$ cat src/rtl/pboPkg.sv
package pboPkg;
  // Strobes from control to datapath, one cycle each
  typedef struct packed {
    logic load;   // latch measured offset into build-out register
    logic clear;  // zero the build-out register
    logic slew;   // step build-out register toward zero
  } pboStb_t;
endpackage

$ cat src/rtl/pboClrFilter.sv
module pboClrFilter #(
  parameter int CLR_CYC = 15
) (
  input  logic clk,
  input  logic rstN,
  input  logic clrN,
  output logic clrHit
);
  localparam int CNT_W = $clog2(CLR_CYC + 1);

  logic [CNT_W-1:0] lowCnt;

  // fires once, on the CLR_CYC-th consecutive low sample
  assign clrHit = !clrN && (lowCnt == CNT_W'(CLR_CYC - 1));

  always_ff @(posedge clk or negedge rstN) begin
    if (!rstN) begin
      lowCnt <= '0;
    end else if (clrN) begin
      lowCnt <= '0;
    end else if (lowCnt != CNT_W'(CLR_CYC)) begin
      lowCnt <= lowCnt + 1'b1;
    end
  end
endmodule

$ cat src/rtl/pboCtrl.sv
module pboCtrl
  import pboPkg::*;
#(
  parameter int CLR_CYC = 15
) (
  input  logic    clk,
  input  logic    rstN,
  input  logic    tieEnPin,
  input  logic    tieEnAuto,
  input  logic    clrN,
  input  logic    frameTick,
  output pboStb_t stb,
  output logic    enLvl
);
  logic enPrev;
  logic clrHit;

  assign enLvl = tieEnPin | tieEnAuto;

  pboClrFilter #(.CLR_CYC(CLR_CYC)) u_clrFilter (
    .clk   (clk),
    .rstN  (rstN),
    .clrN  (clrN),
    .clrHit(clrHit)
  );

  always_ff @(posedge clk or negedge rstN) begin
    if (!rstN) enPrev <= 1'b0;
    else       enPrev <= enLvl;
  end

  always_comb begin
    stb.clear = clrHit;
    stb.load  = enLvl & ~enPrev;
    stb.slew  = frameTick & ~enLvl;
  end
endmodule

$ cat src/rtl/pboDatapath.sv
module pboDatapath
  import pboPkg::*;
#(
  parameter int REF_PERIOD = 64,
  parameter int SLEW_CYC   = 1,
  localparam int CW        = $clog2(REF_PERIOD),
  localparam int PW        = CW + 1
) (
  input  logic          clk,
  input  logic          rstN,
  input  logic          refPulse,
  input  logic          fbPulse,
  input  pboStb_t       stb,
  output logic          virtRef,
  output logic [PW-1:0] buildOut
);
  localparam int HALF = REF_PERIOD / 2;

  logic [CW-1:0] sinceRef;
  logic [CW-1:0] curPhase;
  logic [PW-1:0] measOff;
  logic [PW-1:0] phSigned;
  logic [PW-1:0] wrapSum;
  logic [CW-1:0] appliedU;
  logic [PW-1:0] absVal;
  logic [PW-1:0] stepVal;
  logic [PW-1:0] slewNext;

  // phase of the current cycle relative to the last reference event
  assign curPhase = refPulse ? '0 : sinceRef;

  // fold the phase onto the signed shortest-path range
  assign phSigned = {1'b0, curPhase}
                  - ((int'(curPhase) >= HALF) ? PW'(REF_PERIOD) : PW'(0));

  // signed offset mapped back to a phase position
  assign wrapSum  = buildOut + PW'(REF_PERIOD);
  assign appliedU = buildOut[PW-1] ? wrapSum[CW-1:0] : buildOut[CW-1:0];

  // one rate-limited step toward zero
  assign absVal   = buildOut[PW-1] ? (~buildOut + 1'b1) : buildOut;
  assign stepVal  = (absVal > PW'(SLEW_CYC)) ? PW'(SLEW_CYC) : absVal;
  assign slewNext = buildOut[PW-1] ? (buildOut + stepVal) : (buildOut - stepVal);

  always_ff @(posedge clk or negedge rstN) begin
    if (!rstN) begin
      sinceRef <= '0;
    end else if (int'(curPhase) == REF_PERIOD - 1) begin
      sinceRef <= '0;
    end else begin
      sinceRef <= curPhase + 1'b1;
    end
  end

  always_ff @(posedge clk or negedge rstN) begin
    if (!rstN)        measOff <= '0;
    else if (fbPulse) measOff <= phSigned;
  end

  always_ff @(posedge clk or negedge rstN) begin
    if (!rstN)          buildOut <= '0;
    else if (stb.clear) buildOut <= '0;
    else if (stb.load)  buildOut <= measOff;
    else if (stb.slew)  buildOut <= slewNext;
  end

  always_ff @(posedge clk or negedge rstN) begin
    if (!rstN) virtRef <= 1'b0;
    else       virtRef <= (curPhase == appliedU);
  end
endmodule

$ cat src/rtl/pboHitless.sv
module pboHitless
  import pboPkg::*;
#(
  parameter int REF_PERIOD = 64,
  parameter int CLK_NS     = 20,
  parameter int CLR_NS     = 300,
  parameter int SLEW_NS    = 5,
  localparam int PW        = $clog2(REF_PERIOD) + 1,
  localparam int CLR_CYC   = (CLR_NS + CLK_NS - 1) / CLK_NS,
  localparam int SLEW_CYC  = (SLEW_NS / CLK_NS < 1) ? 1 : SLEW_NS / CLK_NS
) (
  input  logic          clk,
  input  logic          rstN,
  input  logic          refPulse,
  input  logic          fbPulse,
  input  logic          tieEnPin,
  input  logic          tieEnAuto,
  input  logic          clrN,
  input  logic          frameTick,
  output logic          virtRef,
  output logic [PW-1:0] phaseOffset
);
  pboStb_t ctrlStb;
  logic    enLvl;

  pboCtrl #(.CLR_CYC(CLR_CYC)) u_ctrl (
    .clk      (clk),
    .rstN     (rstN),
    .tieEnPin (tieEnPin),
    .tieEnAuto(tieEnAuto),
    .clrN     (clrN),
    .frameTick(frameTick),
    .stb      (ctrlStb),
    .enLvl    (enLvl)
  );

  pboDatapath #(.REF_PERIOD(REF_PERIOD), .SLEW_CYC(SLEW_CYC)) u_dp (
    .clk     (clk),
    .rstN    (rstN),
    .refPulse(refPulse),
    .fbPulse (fbPulse),
    .stb     (ctrlStb),
    .virtRef (virtRef),
    .buildOut(phaseOffset)
  );
endmodule

$ cat config.mk
export PLATFORM = sky130hd
export DESIGN_NAME = pboHitless
export DESIGN_NICKNAME = d
export VERILOG_FILES = /design/src/rtl/pboPkg.sv /design/src/rtl/pboClrFilter.sv /design/src/rtl/pboCtrl.sv /design/src/rtl/pboDatapath.sv /design/src/rtl/pboHitless.sv
export SDC_FILE = /design/constraint.sdc
export NUM_CORES = 1
export LEC_CHECK = 0
export CORE_UTILIZATION = 50
export CTS_BUF_LIST = sky130_fd_sc_hd__clkbuf_8
export DETAILED_ROUTE_END_ITERATION = 12
export DONT_BUFFER_PORTS = 1
export PLACE_DENSITY_LB_ADDON = 0.12
export SLEW_MARGIN = 20
export SYNTH_ARGS = -nofsm -noshare
export SYNTH_HDL_FRONTEND = slang
export SYNTH_SLANG_ARGS = --single-unit
$ cat constraint.sdc
create_clock -name clk -period 3.73 [get_ports clk]
set_input_delay 0.373 -clock clk [delete_from_list [all_inputs] [get_ports clk]]
set_output_delay 0.373 -clock clk [all_outputs]
set_load 0.05 [all_outputs]
==> run summary, run 1 <==
## Drt
- number of iterations in the first detailed-routing pass: 4
- detail-routed net length per standard cell: 15.9 um
- count of routing violations after the opening detailed-route iteration: 108
- Post-Route WL: 3850 um
- vias after detailed routing: 1,425
- mean number of vias per cell: 5.89
- count of antenna-violating nets left after detailed routing: 0
- final routed DRC violation total: 0

## Critical path
- Critical-path top delay cell: sky130_fd_sc_hd__or4_1
- CP endpoint kind: flip-flop
- critical path's top delay family: simple AND/OR/NAND/NOR gates
- cell-by-cell listing of the critical path: buf_4 -> or3_1 -> and2_1 -> o21ai_0 -> a21boi_0 -> ha_1 -> nor2b_1 -> ha_1 -> a21o_1 -> a221o_1 -> or4_1 -> nand3_1
- Worst Path Max Fanout: 6
- most frequent cell on the critical path: sky130_fd_sc_hd__ha_1
- FF-to-FF path depth: 12
- R2R Path Start: u_dp.buildOut[1]
- Critical Path Max Stage Delay: 0.46 ns
- startpoint-to-endpoint class of the critical path: flip-flop to flip-flop
- required time of the worst setup path: 3.95 ns
- R2R Setup Slk: 0.44 ns
- Arrival @ worst endpoint: 3.51 ns
- kind of start point of the critical path: flip-flop
- endpoint of the lowest-slack register-to-register path: u_dp.buildOut[5]
- combined buffer and inverter count along the critical path: 1

## Die
- number of top-level design ports: 16
- area enclosed by the die boundary: 3700 um^2
- vertical die dimension: 60.8 um
- standard cell core area: 3180 um^2
- Initial Util: 54.4%
- Horiz. Die Dim: 60.8 um
- placement row count: 20

## Pwr
- share of power burned in combinational logic: 54.7%
- cell-internal power: 662 uW
- Power per Cell Area: 657 nW/um^2
- total power draw: 1230 uW
- switching fraction of total power: 46.4%
- IR drop worst, VDD: 0.397 mV
- clock share of power: 14.0%
- P_sw: 573 uW
- Static Leakage: 0.000798 uW
- portion of total power attributed to sequential cells: 31.4%

## STA
- minimum hold slack: 0.145 ns
- final slew viol count: 0
- Fin Setup TNS: 0 ns
- Final min period: 3.29 ns
- final hold vios: 0
- Max Clk Rate: 304 MHz
- post-route fraction of the period consumed by the critical path: 88.3%
- # setup viols final: 0
- RSZ-0062 raised after global routing: false
- worst-case clock skew: 0.00327 ns

## Hold path
- kind of path behind the tightest hold check: primary input to flip-flop
- destination of the worst hold path: u_dp.sinceRef[5]
- depth of the worst hold-timing path: 1
- origin of the worst min-delay path: refPulse

## Placed design
- DPL Wire Length: 2890 um
- placed instance count: 236
- standard cell area after detailed placement: 1800 um^2
- final RePlAce weighted congestion: 0.873
- count of input and output buffers: 0

## Final layout
- number of fillers in the final layout: 280
- growth of design area from synthesis to finish: 8.60%
- combined area of the multi-input logic cells: 1030 um^2
- Finished Layout Cells: 242
- fraction of layout instances using a drive strength above 1: 10.1%
- cell area after layout: 1880 um^2
- number of nets in the finished design: 219
- combined flip-flop and latch cell area: 626 um^2
- Antenna Cells: 0

## Clocking
- clock buffer count from CTS: 3
- Reg clk slew, reported paths: 0.09 ns
- CTS H-tree depth: 1
- source-to-sink clock delay at the later pin of the worst-skew pair: 0.27 ns
- root buffer cell: sky130_fd_sc_hd__clkbuf_8
- total of hold buffers inserted after clock tree synthesis: 2
- clock tree from TritonCTS: yes
- total clock sinks: 25
- post-cts sizing count: 0
- setup fix buffers added after clock tree synthesis: 0
- maximum root-to-sink buffer count: 2

## Logic synthesis
- main flop type after synthesis: sky130_fd_sc_hd__dfrtp_1
- number of storage elements in the synthesis netlist: 25
- net count after synthesis: 213
- cell area after technology mapping: 1730 um^2
- biggest area consumer among synthesized cells: sky130_fd_sc_hd__dfrtp_1
- Yosys warnings: 0
- Avg Synthesized Cell Area: 8.97 um^2
- fraction of synthesized cell area taken by the top area cell type: 36.2%
- post-synthesis cell count: 193
- Async S/R FF share, synth: 100%
- number of flops mapped to enable cells by yosys: 0
- part of the Yosys area used for sequential elements: 36.2%
- unique cell type count in the Yosys netlist: 51
- cell types with the largest area share after synthesis: sky130_fd_sc_hd__dfrtp_1 36%, sky130_fd_sc_hd__ha_1 8.0%, sky130_fd_sc_hd__nor2_1 3.3%

## GRT
- antenna violations before repair: 0
- wire length of the first global-routing pass: 6470 um
- largest net degree at the start of global routing: 26
- residual overflow from global routing: 0
- Tot GR Track Use: 24.1%
- via count of the first global-routing pass: 1,413

## Job
- Maximum Capacitance Violations: 0

## Run status
- status: completed

-- cells in the final DEF (no fill, tap or decap), types with 2 or more instances in the layout --
cell type	count
sky130_fd_sc_hd__a211oi_1	3
sky130_fd_sc_hd__a21o_1	2
sky130_fd_sc_hd__a21oi_1	9
sky130_fd_sc_hd__a31oi_1	4
sky130_fd_sc_hd__and3_1	5
sky130_fd_sc_hd__buf_4	7
sky130_fd_sc_hd__clkbuf_8	3
sky130_fd_sc_hd__dfrtp_1	25
sky130_fd_sc_hd__ha_1	11
sky130_fd_sc_hd__inv_1	9
sky130_fd_sc_hd__mux2_2	3
sky130_fd_sc_hd__nand2_1	12
sky130_fd_sc_hd__nand2b_1	3
sky130_fd_sc_hd__nand3_1	9
sky130_fd_sc_hd__nor2_1	15
sky130_fd_sc_hd__nor2b_1	9
sky130_fd_sc_hd__nor3_1	10
sky130_fd_sc_hd__nor4bb_1	3
sky130_fd_sc_hd__o211ai_1	4
sky130_fd_sc_hd__o21a_1	2
sky130_fd_sc_hd__o21ai_0	8
sky130_fd_sc_hd__o21bai_1	3
sky130_fd_sc_hd__or3_1	3
sky130_fd_sc_hd__xnor2_1	6
sky130_fd_sc_hd__xor2_1	2
-- synth_stat cells (2+ instances only) --
library cell               number
sky130_fd_sc_hd__inv_1          9
sky130_fd_sc_hd__a21o_1         2
sky130_fd_sc_hd__o21ai_0        8
sky130_fd_sc_hd__a21oi_1        9
sky130_fd_sc_hd__or3_1          3
sky130_fd_sc_hd__nor4bb_1       3
sky130_fd_sc_hd__dfrtp_1       25
sky130_fd_sc_hd__mux2_2         3
sky130_fd_sc_hd__a31oi_1        4
sky130_fd_sc_hd__nor2b_1        9
sky130_fd_sc_hd__nor2_1        15
sky130_fd_sc_hd__nor3_1        10
sky130_fd_sc_hd__nand2_1       12
sky130_fd_sc_hd__xor2_1         2
sky130_fd_sc_hd__a211oi_1       3
sky130_fd_sc_hd__o21bai_1       3
sky130_fd_sc_hd__nand2b_1       3
sky130_fd_sc_hd__o211ai_1       4
sky130_fd_sc_hd__ha_1          11
sky130_fd_sc_hd__nand3_1        9
sky130_fd_sc_hd__xnor2_1        6
sky130_fd_sc_hd__and3_1         5
sky130_fd_sc_hd__clkbuf_1       6
sky130_fd_sc_hd__o21a_1         2
-- power by group through the flow --
stage | Clock [uW] | Sequential (uW) | Combinational, uW
global route | 189 | 395 | 751
finish | 173 | 387 | 675
detailed placement | 0 | 391 | 661
floorplan | 0 | 472 | 438
CTS | 177 | 386 | 673
global placement | 0 | 389 | 649
-- layer usage --
metal	share of wire [%]	vias to the layer above	track usage [%]
met5	0	-	0
met4	1.2	0	6.82
met3	4.7	6	5.12
met2	50	35	41.4
met1	44	679	30.8
li1	-	705	-
-- flip-flops by register name (all words and copies together) (netlist names) --
| signal | cells |
|---|---|
| u_ctrl.enPrev | 1 |
| u_dp.buildOut | 7 |
| u_ctrl.u_clrFilter.lowCnt | 4 |
| u_dp.sinceRef | 6 |
| u_dp.virtRef | 1 |
| u_dp.measOff | 6 |
-- worst register-to-register path, delay by kind of cell, from the launching register on --
kind | cells | cell delay (ns)
simple gates | 5 | 1.34
compound gates | 4 | 0.75
fa+ha+maj | 2 | 0.53
flops | 1 | 0.39
buf+inv | 1 | 0.21
-- how the worst max path moves through the flow --
stage                                start          endpoint  cells past startpoint
after detailed placement  u_dp.buildOut[1]  u_dp.buildOut[5]                     13
after global placement    u_dp.buildOut[1]  u_dp.buildOut[5]                     12
after CTS                 u_dp.buildOut[1]  u_dp.buildOut[5]                     13
final                     u_dp.buildOut[1]  u_dp.buildOut[5]                     12
after global routing      u_dp.buildOut[1]  u_dp.buildOut[5]                     13
after floorplan           u_dp.buildOut[1]  u_dp.buildOut[5]                     13
-- cell families (layout without fill, tap and decap cells) --
kind of cell             Yosys count  after routing  share of synthesized area (%)
XOR/XNOR                           8              8                           4.05
adder cells (fa/ha/maj)           12             12                           9.11
buffers and inverters             17             22                           4.19
other                              1              1                          0.217
multiplexers                       4              4                           2.53
AND/OR/NAND/NOR                   81             81                           26.1
flip-flops                        25             25                           36.2
AO/OA/AOI/OAI                     45             45                           17.6
-- cell type report --
| class | count | area share [%] |
|---|---|---|
| Multi-Input combinational cell | 151 | 54.9 |
| Sequential cell | 25 | 33.3 |
| Timing Repair Buffer | 9 | 4.39 |
| Tap cell | 44 | 2.93 |
| Clock buffer | 3 | 2.20 |
| Inverter | 9 | 1.80 |
| Clock inverter | 1 | 0.466 |
-- metrics by stage --
stage / setup slack [ns] / util [%]
global route: 0.242 / 59.1
CTS: 0.434 / 59.1
global placement: 0.542 / 56.6
detailed placement: 0.461 / 56.6
finish: 0.437 / 59.1
floorplan: 0.165 / -
Power figures use the tool's default switching activity.
==> run 2, diff against run 1 <==
- clock period: 3.73 -> 3.4 ns (I/O delays scaled with it)
==> run summary, run 2 (same netlist as run 1, synthesis figures left out) <==
## Final layout
- Top Registers: u_dp.buildOut: 7 flops, u_dp.measOff: 6 flops, u_dp.sinceRef: 6 flops
- Antenna Cells: 0, unchanged
- number of fillers in the final layout: 291, +3.9%
- number of nets in the finished design: 222, +1.4%
- fraction of layout instances using a drive strength above 1: 16.9%, +6.8 points
- Largest register FFs: 7, unchanged
- leading cell type in the layout, fill and taps excluded: sky130_fd_sc_hd__dfrtp_1
- growth of design area from synthesis to finish: 12.4%
- Largest Register: u_dp.buildOut
- commonest cells after routing, fill and taps aside: 23 x sky130_fd_sc_hd__dfrtp_1, 15 x sky130_fd_sc_hd__nor2_1, 12 x sky130_fd_sc_hd__nand2_1
- utilization after layout: 61.2%, +2.0 points

## Hold path
- origin of the worst min-delay path: clrN
- kind of path behind the tightest hold check: primary input to flip-flop

## GRT
- antenna violations before repair: 0, unchanged
- residual overflow from global routing: 0, unchanged
- via count of the first global-routing pass: 1,395, -1.3%
- largest net degree at the start of global routing: 26, unchanged
- wire length of the first global-routing pass: 6110 um, -5.4%
- Tot GR Track Use: 22.6%, -1.5 points

## Placed design
- final RePlAce weighted congestion: 0.895, +2.6%
- DPL Wire Length: 2840 um, -1.8%
- post-placement setup slack: 0.0484 ns, -0.413 ns
- count of input and output buffers: 0, unchanged

## STA
- # setup viols final: 0, unchanged
- Final min period: 3.29 ns, -0.000872 ns
- post-route fraction of the period consumed by the critical path: 96.8%, +8.5 points
- Max Clk Rate: 304 MHz, about the same
- worst path setup slack after routing: 0.108 ns, -0.329 ns
- final hold vios: 0, unchanged
- Fin Setup TNS: 0 ns, unchanged
- worst-case clock skew: 0.00451 ns, +0.00124 ns
- final slew viol count: 0, unchanged

## Drt
- Post-Route WL: 3840 um, -0.26%
- count of routing violations after the opening detailed-route iteration: 116, +7.4%
- vias after detailed routing: 1,467, +2.9%
- count of antenna-violating nets left after detailed routing: 0, unchanged
- number of iterations in the first detailed-routing pass: 4, unchanged
- detail-routed net length per standard cell: 15.7 um, -1.5%
- mean number of vias per cell: 5.99, +1.7%
- final routed DRC violation total: 0, unchanged

## Critical path
- CP endpoint kind: flip-flop
- required time of the worst setup path: 3.60 ns, -0.35 ns
- endpoint of the lowest-slack register-to-register path: u_dp.buildOut[5]
- kind of start point of the critical path: flip-flop
- FF-to-FF path depth: 13, +1
- Arrival @ worst endpoint: 3.50 ns, about the same
- R2R Path Start: u_dp.buildOut[1]
- Critical path origin: u_dp.buildOut[1]
- startpoint-to-endpoint class of the critical path: flip-flop to flip-flop
- R2R Setup Slk: 0.11 ns, -0.33 ns
- critical path endpoint: u_dp.buildOut[5]
- Worst Path Max Fanout: 2, -4

## Pwr
- Static Leakage: 0.000818 uW, +2.5%
- Power per Cell Area: 737 nW/um^2, +12%
- IR drop worst, VDD: 0.210 mV, -47%

## Clocking
- clock tree from TritonCTS: yes
- source-to-sink clock delay at the later pin of the worst-skew pair: 0.27 ns, about the same
- total clock sinks: 25, unchanged
- CTS H-tree depth: 1, unchanged
- clock buffer count from CTS: 3, unchanged
- Reg clk slew, reported paths: 0.09 ns, about the same
- maximum root-to-sink buffer count: 2, unchanged
- root buffer cell: sky130_fd_sc_hd__clkbuf_8

## Job
- Maximum Capacitance Violations: 0, unchanged

## Die
- Horiz. Die Dim: 60.8 um, unchanged
- standard cell core area: 3180 um^2, unchanged
- area enclosed by the die boundary: 3700 um^2, unchanged
- vertical die dimension: 60.8 um, unchanged
- Initial Util: 54.4%, unchanged
- placement row count: 20, unchanged
- number of top-level design ports: 16, unchanged

## Run status
- status: completed

[run 2: per-layer routing]
layer,vias to the layer above,wire length (um),track usage [%]
met5,-,0,0
li1,718,-,-
met1,706,1700,28.6
met4,0,54,8.12
met3,6,189,4.05
met2,37,1890,38.8
[run 2: per-stage QoR]
step,hold WS (ns),cells,total power [uW],instance area [um^2]
6_report,0.124,245,1430,1940
2_1_floorplan,0.0444,193,1000,1730
5_1_grt,0.113,245,1540,1940
3_3_place_gp,0.0450,237,1140,1810
3_5_place_dp,0.0449,237,1170,1810
4_1_cts,0.120,243,1360,1890
[run 2: repair_timing]
item | CTS | global route
setup buffers | 0 | 2
endpoints found under the hold margin | 25 | 0
hold buffers | 2 | 0
gates resized for setup | 0 | 12
endpoints found under the setup margin | 0 | 4
[run 2: worst max-delay path, stage by stage (launching register included)]
cell and delay [ns]:
sky130_fd_sc_hd__dfrtp_2 0.42, sky130_fd_sc_hd__inv_2 0.09, sky130_fd_sc_hd__ha_4 0.21, sky130_fd_sc_hd__nor4bb_2 0.31
sky130_fd_sc_hd__nor3_1 0.11, sky130_fd_sc_hd__nor2_1 0.15, sky130_fd_sc_hd__a21boi_2 0.17, sky130_fd_sc_hd__ha_1 0.24
sky130_fd_sc_hd__nor2b_4 0.13, sky130_fd_sc_hd__ha_1 0.29, sky130_fd_sc_hd__a21o_1 0.17, sky130_fd_sc_hd__a221o_1 0.33
sky130_fd_sc_hd__or4_1 0.51, sky130_fd_sc_hd__nand3_1 0.09
[run 2: worst min-delay path by stage]
stage                                   endpoint  slack, ns  depth (start not counted)
finish              u_ctrl.u_clrFilter.lowCnt[1]       0.12                          1
global route                    u_dp.sinceRef[5]       0.11                          1
CTS                 u_ctrl.u_clrFilter.lowCnt[1]       0.12                          1
detailed placement              u_dp.sinceRef[3]       0.04                          0
global placement                u_dp.sinceRef[1]       0.04                          0
floorplan                          u_ctrl.enPrev       0.04                          0
[run 2: power breakdown]
| group | internal, uW | switching [uW] | total (uW) |
|---|---|---|---|
| logic | 352 | 491 | 843 |
| clock network | 81.8 | 91.3 | 173 |
| registers | 345 | 72.3 | 417 |
[run 2: cell type report]
type | instances | area [um^2] | share of cell area [%]
multi-input cells | 151 | 1080 | 55.3
flip-flops and latches | 25 | 628 | 32.3
repair buffers | 12 | 105 | 5.41
well taps | 44 | 55.1 | 2.83
clock buffers | 3 | 41.3 | 2.12
inverters | 9 | 33.8 | 1.74
clock inverters | 1 | 5.00 | 0.257
